File: config.mk
export PLATFORM = sky130hd
export DESIGN_NAME = sysctl_bank
export DESIGN_NICKNAME = d
export VERILOG_FILES = /design/src/rtl/sysctl_pkg.sv /design/src/rtl/sysctl_keylock.sv /design/src/rtl/sysctl_wreg.sv /design/src/rtl/sysctl_setclr.sv /design/src/rtl/sysctl_spd_rom.sv /design/src/rtl/sysctl_bank.sv
export SDC_FILE = /design/constraint.sdc
export NUM_CORES = 1
export LEC_CHECK = 0
export ABC_AREA = 1
export BUFFER_PORTS_ARGS = -buffer_cell sky130_fd_sc_hd__buf_2
export CAP_MARGIN = 20
export CORE_AREA = 2 2 147 149
export DETAILED_ROUTE_END_ITERATION = 7
export DIE_AREA = 0 0 149 151
export GPL_TIMING_DRIVEN = 0
export PLACE_DENSITY = 0.72
export SLEW_MARGIN = 20
export SYNTH_ARGS = -nofsm -noshare
export SYNTH_HDL_FRONTEND = slang
export SYNTH_SLANG_ARGS = --single-unit
File: constraint.sdc
create_clock -name clk -period 5.78 [get_ports clk]
set_input_delay 1.156 -clock clk [delete_from_list [all_inputs] [get_ports clk]]
set_output_delay 1.156 -clock clk [all_outputs]
set_load 0.1 [all_outputs]
File: src/rtl/sysctl_pkg.sv
package sysctl_pkg;
  localparam int WORD_W = 32;
  localparam int IDX_W  = 7;
  localparam int KEY_W  = 16;

  localparam logic [IDX_W-1:0] IX_IDENT  = 7'd0;
  localparam logic [IDX_W-1:0] IX_OSC    = 7'd2;
  localparam logic [IDX_W-1:0] IX_CTRL   = 7'd3;
  localparam logic [IDX_W-1:0] IX_STATUS = 7'd4;
  localparam logic [IDX_W-1:0] IX_KEY    = 7'd5;
  localparam logic [IDX_W-1:0] IX_AUXOSC = 7'd7;
  localparam logic [IDX_W-1:0] IX_MEMCFG = 7'd8;
  localparam logic [IDX_W-1:0] IX_MEMINI = 7'd9;
  localparam logic [IDX_W-1:0] IX_FSET   = 7'd12;
  localparam logic [IDX_W-1:0] IX_FCLR   = 7'd13;
  localparam logic [IDX_W-1:0] IX_NSET   = 7'd14;
  localparam logic [IDX_W-1:0] IX_NCLR   = 7'd15;

  localparam logic [WORD_W-1:0] IDENT_WORD  = 32'h411A_3001;
  localparam logic [WORD_W-1:0] STATUS_WORD = 32'h0010_0000;
  localparam logic [KEY_W-1:0]  UNLOCK_KEY  = 16'hA05F;

  localparam logic [WORD_W-1:0] OSC_RST    = 32'h0100_0048;
  localparam logic [WORD_W-1:0] AUXOSC_RST = 32'h0007_FEFF;
  localparam logic [WORD_W-1:0] MEMINI_RST = 32'h0000_0112;
  localparam logic [WORD_W-1:0] MEMCFG_BASE = 32'h0001_1122;

  // Control register bit positions (decoded by software, keep in place)
  localparam int CB_LED   = 0;
  localparam int CB_REMAP = 2;
  localparam int CB_RESET = 3;

  function automatic logic [7:0] mem_size_code(input int mb);
    if (mb >= 256)      return 8'h10;
    else if (mb >= 128) return 8'h0C;
    else if (mb >= 64)  return 8'h08;
    else if (mb >= 32)  return 8'h04;
    else                return 8'h00;
  endfunction

  function automatic logic [7:0] mem_density_byte(input int mb);
    if (mb >= 256)      return 8'h40;
    else if (mb >= 128) return 8'h20;
    else if (mb >= 64)  return 8'h10;
    else if (mb >= 32)  return 8'h04;
    else                return 8'h02;
  endfunction

  typedef struct packed {
    logic remap;
    logic led;
  } ctrl_t;
endpackage

File: src/rtl/sysctl_keylock.sv
module sysctl_keylock #(
  parameter int                KEY_W = 16,
  parameter logic [KEY_W-1:0]  KEY   = '1
) (
  input  logic             clk,
  input  logic             rst_n,
  input  logic             wr_en,
  input  logic [KEY_W-1:0] wr_key,
  output logic [KEY_W-1:0] key_q,
  output logic             unlocked
);
  logic [KEY_W-1:0] key_d;

  always_comb begin
    key_d = key_q;
    if (wr_en) key_d = wr_key;
  end

  always_ff @(posedge clk or negedge rst_n) begin
    if (!rst_n) key_q <= '0;
    else        key_q <= key_d;
  end

  assign unlocked = (key_q == KEY);
endmodule

File: src/rtl/sysctl_wreg.sv
module sysctl_wreg #(
  parameter int           W   = 32,
  parameter logic [W-1:0] RST = '0
) (
  input  logic         clk,
  input  logic         rst_n,
  input  logic         wr_en,
  input  logic [W-1:0] wr_data,
  output logic [W-1:0] q
);
  logic [W-1:0] d;

  always_comb begin
    d = q;
    if (wr_en) d = wr_data;
  end

  always_ff @(posedge clk or negedge rst_n) begin
    if (!rst_n) q <= RST;
    else        q <= d;
  end
endmodule

File: src/rtl/sysctl_setclr.sv
module sysctl_setclr #(
  parameter int W = 32
) (
  input  logic         clk,
  input  logic         rst_n,
  input  logic         set_en,
  input  logic         clr_en,
  input  logic [W-1:0] mask,
  output logic [W-1:0] q
);
  logic [W-1:0] d;

  always_comb begin
    d = q;
    if (set_en)      d = q | mask;
    else if (clr_en) d = q & ~mask;
  end

  always_ff @(posedge clk or negedge rst_n) begin
    if (!rst_n) q <= '0;
    else        q <= d;
  end
endmodule

File: src/rtl/sysctl_spd_rom.sv
module sysctl_spd_rom #(
  parameter int MEM_MB = 128,
  parameter int IDX_W  = 5
) (
  input  logic [IDX_W-1:0] idx,
  output logic [7:0]       data
);
  import sysctl_pkg::*;
  localparam int          LAST    = (1 << IDX_W) - 1;
  localparam logic [7:0]  DENSITY = mem_density_byte(MEM_MB);

  always_comb begin
    unique case (int'(idx))
      0:       data = 8'h80;
      1:       data = 8'h08;
      2:       data = 8'h04;
      3:       data = 8'h0C;
      4:       data = 8'h0A;
      5:       data = 8'h01;
      6:       data = 8'h40;
      LAST:    data = DENSITY;
      default: data = 8'h00;
    endcase
  end
endmodule

File: src/rtl/sysctl_bank.sv
module sysctl_bank #(
  parameter int MEM_MB = 128
) (
  input  logic        clk,
  input  logic        rst_n,
  input  logic [6:0]  bus_addr,
  input  logic        bus_we,
  input  logic [31:0] bus_wdata,
  output logic [31:0] bus_rdata,
  output logic        led_o,
  output logic        remap_o,
  output logic        sys_reset_req_o
);
  import sysctl_pkg::*;

  localparam int          SPD_IDX_W  = IDX_W - 2;
  localparam logic [31:0] MEMCFG_RST = MEMCFG_BASE | {24'h0, mem_size_code(MEM_MB)};
  localparam int          NFLAG      = 2;

  // reset: asynchronous assert, synchronous release
  logic [1:0] rst_sync_q;
  logic       rst_sync_n;

  always_ff @(posedge clk or negedge rst_n) begin
    if (!rst_n) rst_sync_q <= 2'b00;
    else        rst_sync_q <= {rst_sync_q[0], 1'b1};
  end
  assign rst_sync_n = rst_sync_q[1];

  // write decode
  logic hit_osc, hit_aux, hit_ctrl, hit_key, hit_mcfg, hit_mini;
  logic [NFLAG-1:0] hit_set, hit_clr;

  always_comb begin
    hit_osc    = bus_we && (bus_addr == IX_OSC);
    hit_aux    = bus_we && (bus_addr == IX_AUXOSC);
    hit_ctrl   = bus_we && (bus_addr == IX_CTRL);
    hit_key    = bus_we && (bus_addr == IX_KEY);
    hit_mcfg   = bus_we && (bus_addr == IX_MEMCFG);
    hit_mini   = bus_we && (bus_addr == IX_MEMINI);
    hit_set[0] = bus_we && (bus_addr == IX_FSET);
    hit_clr[0] = bus_we && (bus_addr == IX_FCLR);
    hit_set[1] = bus_we && (bus_addr == IX_NSET);
    hit_clr[1] = bus_we && (bus_addr == IX_NCLR);
  end

  // key lock
  logic [KEY_W-1:0] key_q;
  logic             unlocked;

  sysctl_keylock #(.KEY_W(KEY_W), .KEY(UNLOCK_KEY)) u_lock (
    .clk      (clk),
    .rst_n    (rst_sync_n),
    .wr_en    (hit_key),
    .wr_key   (bus_wdata[KEY_W-1:0]),
    .key_q    (key_q),
    .unlocked (unlocked)
  );

  // plain word registers
  logic [31:0] osc_q, aux_q, mcfg_q, mini_q;

  sysctl_wreg #(.W(WORD_W), .RST(OSC_RST)) u_osc (
    .clk(clk), .rst_n(rst_sync_n), .wr_en(hit_osc && unlocked),
    .wr_data(bus_wdata), .q(osc_q));

  sysctl_wreg #(.W(WORD_W), .RST(AUXOSC_RST)) u_aux (
    .clk(clk), .rst_n(rst_sync_n), .wr_en(hit_aux && unlocked),
    .wr_data(bus_wdata), .q(aux_q));

  sysctl_wreg #(.W(WORD_W), .RST(MEMCFG_RST)) u_mcfg (
    .clk(clk), .rst_n(rst_sync_n), .wr_en(hit_mcfg),
    .wr_data(bus_wdata), .q(mcfg_q));

  sysctl_wreg #(.W(WORD_W), .RST(MEMINI_RST)) u_mini (
    .clk(clk), .rst_n(rst_sync_n), .wr_en(hit_mini),
    .wr_data(bus_wdata), .q(mini_q));

  // flag registers: main and non-volatile
  logic [NFLAG-1:0][31:0] flag_q;

  for (genvar g = 0; g < NFLAG; g++) begin : g_flag
    sysctl_setclr #(.W(WORD_W)) u_flag (
      .clk    (clk),
      .rst_n  (rst_sync_n),
      .set_en (hit_set[g]),
      .clr_en (hit_clr[g]),
      .mask   (bus_wdata),
      .q      (flag_q[g])
    );
  end

  // control register and reset pulse
  ctrl_t ctrl_q, ctrl_d;
  logic  rreq_q, rreq_d;

  always_comb begin
    ctrl_d = ctrl_q;
    if (hit_ctrl) begin
      ctrl_d.led   = bus_wdata[CB_LED];
      ctrl_d.remap = bus_wdata[CB_REMAP];
    end
    rreq_d = hit_ctrl && bus_wdata[CB_RESET];
  end

  always_ff @(posedge clk or negedge rst_sync_n) begin
    if (!rst_sync_n) begin
      ctrl_q <= '0;
      rreq_q <= 1'b0;
    end else begin
      ctrl_q <= ctrl_d;
      rreq_q <= rreq_d;
    end
  end

  assign led_o           = ctrl_q.led;
  assign remap_o         = ctrl_q.remap;
  assign sys_reset_req_o = rreq_q;

  // presence-detect window
  logic [7:0] spd_byte;

  sysctl_spd_rom #(.MEM_MB(MEM_MB), .IDX_W(SPD_IDX_W)) u_spd (
    .idx  (bus_addr[SPD_IDX_W-1:0]),
    .data (spd_byte)
  );

  // read mux
  always_comb begin
    bus_rdata = '0;
    if (bus_addr[IDX_W-1]) begin
      if (!bus_addr[IDX_W-2]) bus_rdata = {24'h0, spd_byte};
    end else begin
      unique case (bus_addr)
        IX_IDENT:  bus_rdata = IDENT_WORD;
        IX_OSC:    bus_rdata = osc_q;
        IX_CTRL: begin
          bus_rdata[CB_LED]   = ctrl_q.led;
          bus_rdata[CB_REMAP] = ctrl_q.remap;
        end
        IX_STATUS: bus_rdata = STATUS_WORD;
        IX_KEY:    bus_rdata = {15'h0, unlocked, key_q};
        IX_AUXOSC: bus_rdata = aux_q;
        IX_MEMCFG: bus_rdata = mcfg_q;
        IX_MEMINI: bus_rdata = mini_q;
        IX_FSET:   bus_rdata = flag_q[0];
        IX_NSET:   bus_rdata = flag_q[1];
        default:   bus_rdata = '0;
      endcase
    end
  end
endmodule

==> results.yml <==
power_and_ir_drop:
  power_uw: 3520
  power_density_mw_per_mm2: 287
  ir_drop_mv: 0.185
  leakage_uw: 0.00654
setup_path:
  path_max_fanout: 10
  cp.arrival_ns: 3.40
  cpPeakStageDelay_ns: 0.50
  cp_common_cell: "nand2_1"
  cp-start-kind: "primary input"
  worstSetupPathType: "in -> out"
  path_cells: "buf_2, inv_1, nand2_1, nor2_2, nand2_1, o21ai_0, nor2_1, nand2_1, buf_2"
  r2r-start: "rst_sync_q[1]"
  critPathSlowestCell: "nor2_2"
  required_ns: 4.62
  crit_start: "bus_addr[2]"
  cp-end-kind: "primary output"
detailed_routing:
  post-route-drc-count: 0
  dr.pass1.iters: 6
  first_iter_violations: 949
  num_vias: 9899
  routedWlPerCell_um: 19.4
  drtAntennaViolNets: 0
  post_drt_via_cell_ratio: 5.54
  wirelength_um: 34600
place:
  portBuffers: 76
  dp.cells: 1742
  gp_congestion: 0.927
  dp_hpwl_um: 24200
sta:
  fin_crit_ns: 4.56
  fin_crit_sh_pct: 78.9
  timing_hold_violations_final: 0
  worst_pin_slew_ns: 0.716
  fmax_mhz: 219
  fin_skew_ns: 0.00837
  slew_violations: 0
  final-setup-viol-count: 0
  rsz0062_at_grt: "no"
  tns_ns: 0
  max_slew_margin_pct: 51.9
floorplanning:
  die_w_um: 149
  initial_core_util_pct: 51.1
  fp.dieH_um: 151
  die_area_mm2: 0.0225
  pin_count: 77
  rows: 53
  coreArea_mm2: 0.0208
clock_network:
  clock_sinks: 213
  cts_tree: "built"
  worstSkewPairLatency_ns: 0.54
  numCtsBuffers: 25
  cts_resized: 0
  cts_htree_levels: 1
  ctsHoldBuffers: 0
  postCtsSetupBuffers: 0
  clockBufferDepth: 3
  cts_root_buf: "clkbuf_16"
  path_clk_slew_ns: 0.05
synthesis:
  synth_nets: 1430
  yosys-top-cells-count: "nand2_1 (441), dfrtp_1 (182), nor2_1 (151)"
  synth_compound_area_share_pct: 8.81
  synthCells: 1388
  synth_flop_cell: "dfrtp_1"
  synth_area_mm2: 0.0106
  synthAdderAreaFrac_pct: 0
  synth.most_common_cell: "nand2_1"
  synth-edff-count: 0
  synth_top_family_by_area: "simple AND/OR/NAND/NOR gates"
  synth_simple_gate_area_share_pct: 32.5
  seq_area_frac_synth_pct: 50.5
  synth_seq_cells: 213
  synth_async_sr_flop_share_pct: 100
  synth_top_area_share_pct: 42.8
  synth_mux_area_share_pct: 0
  synth_cell_types: 26
  synth_xor_xnor_area_share_pct: 0
  yosys_warnings: 0
  synth_area_per_cell_um2: 7.67
  synthTopCellsByArea: "dfrtp_1 (43%), nand2_1 (16%), dfstp_2 (7.7%)"
  yosys.area.top_type: "dfrtp_1"
run:
  cap_violations: 0
outcome:
  status: "finished, final reports clean"
cells_and_area:
  area_delta_synth_final_pct: 15.5
  final-instance-count-excl-fill: 1788
  final_layout_size_suffix_gt1_share_pct: 16.9
  nets: 1536
  antenna_cells: 0
  utilization_pct: 59.0
min_path:
  hold_start: "rst_sync_q[0]"
  holdCritPathClass: "reg -> reg"
global_routing:
  grt_start_max_net_pins: 57
  antenna_found_initial: 0
  track_usage_pct: 31.4
  grt_pass1_vias: 9462
  overflow: 0
  grt_first_pass_wirelength_um: 53400
==> final timing paths <==
check	cells past startpoint	slack, ns	to
setup / recovery	9	1.22	bus_rdata[8]
hold / removal	0	0.35	rst_sync_q[1]
setup reg to reg	3	3.99	u_mcfg.q[3]
hold reg to reg	0	0.35	rst_sync_q[1]
max in group asynchronous	3	3.99	u_mcfg.q[3]
min in group asynchronous	0	0.38	u_osc.q[27]
==> power breakdown <==
| part | internal (µW) | switching [µW] | total (µW) |
|---|---|---|---|
| Clock | 937 | 664 | 1600 |
| Sequential | 1590 | 52.6 | 1650 |
| Combinational | 75.3 | 199 | 275 |
| Total | 2610 | 916 | 3520 |
==> cells by family (layout without fill, tap and decap cells) <==
family | count (synthesis) | count (layout)
flip-flops | 213 | 213
AO/OA/AOI/OAI | 187 | 187
other | 1 | 1
buffers and inverters | 187 | 312
AND/OR/NAND/NOR | 800 | 800
==> routing by layer <==
metal | GRT usage [%] | vias to the layer above | part of all wire (%)
met5 | 0 | - | 0
met4 | 15.2 | 0 | 5.9
met3 | 4.40 | 89 | 7.9
met2 | 51.6 | 452 | 46
met1 | 41.1 | 4727 | 40
li1 | - | 4631 | -
==> cell usage in the layout, fill, tap and decap left out, types with 16 or more instances in the layout <==
| master | n |
|---|---|
| nand2_1 | 441 |
| dfrtp_1 | 181 |
| nor2_1 | 151 |
| nand3_1 | 148 |
| inv_1 | 116 |
| o21ai_0 | 109 |
| buf_2 | 108 |
| a21oi_1 | 56 |
| dfstp_2 | 31 |
| clkbuf_16 | 25 |
| o21ai_1 | 21 |
| buf_4 | 16 |
| nand4_1 | 16 |
==> critical path, delay by kind of cell <==
| kind | cells | cell delay [ns] |
|---|---|---|
| compound gates | 1 | 0.29 |
| buf+inv | 3 | 0.63 |
| simple gates | 5 | 1.31 |
==> area by class of cell <==
class | count | area [µm²]
fill | 1989 | 8540
sequential | 213 | 5370
buffer | 66 | 414
tap | 275 | 344
inverter | 121 | 454
clock inverter | 9 | 93.8
multi-input combinational | 988 | 4400
clock buffer | 37 | 741
timing repair buffer | 79 | 463
==> metrics by stage <==
| step | setup slack (ns) | cell area, µm² | hold slack (ns) |
|---|---|---|---|
| final | 1.22 | 12300 | 0.354 |
| after detailed placement | 1.31 | 11500 | 0.339 |
| after CTS | 1.30 | 12300 | 0.357 |
| after global placement | 0.897 | 11400 | 0.343 |
| after floorplan | 1.83 | 10600 | 0.331 |
| after global routing | 1.10 | 12300 | 0.368 |
(Power assumes the default switching activity.)
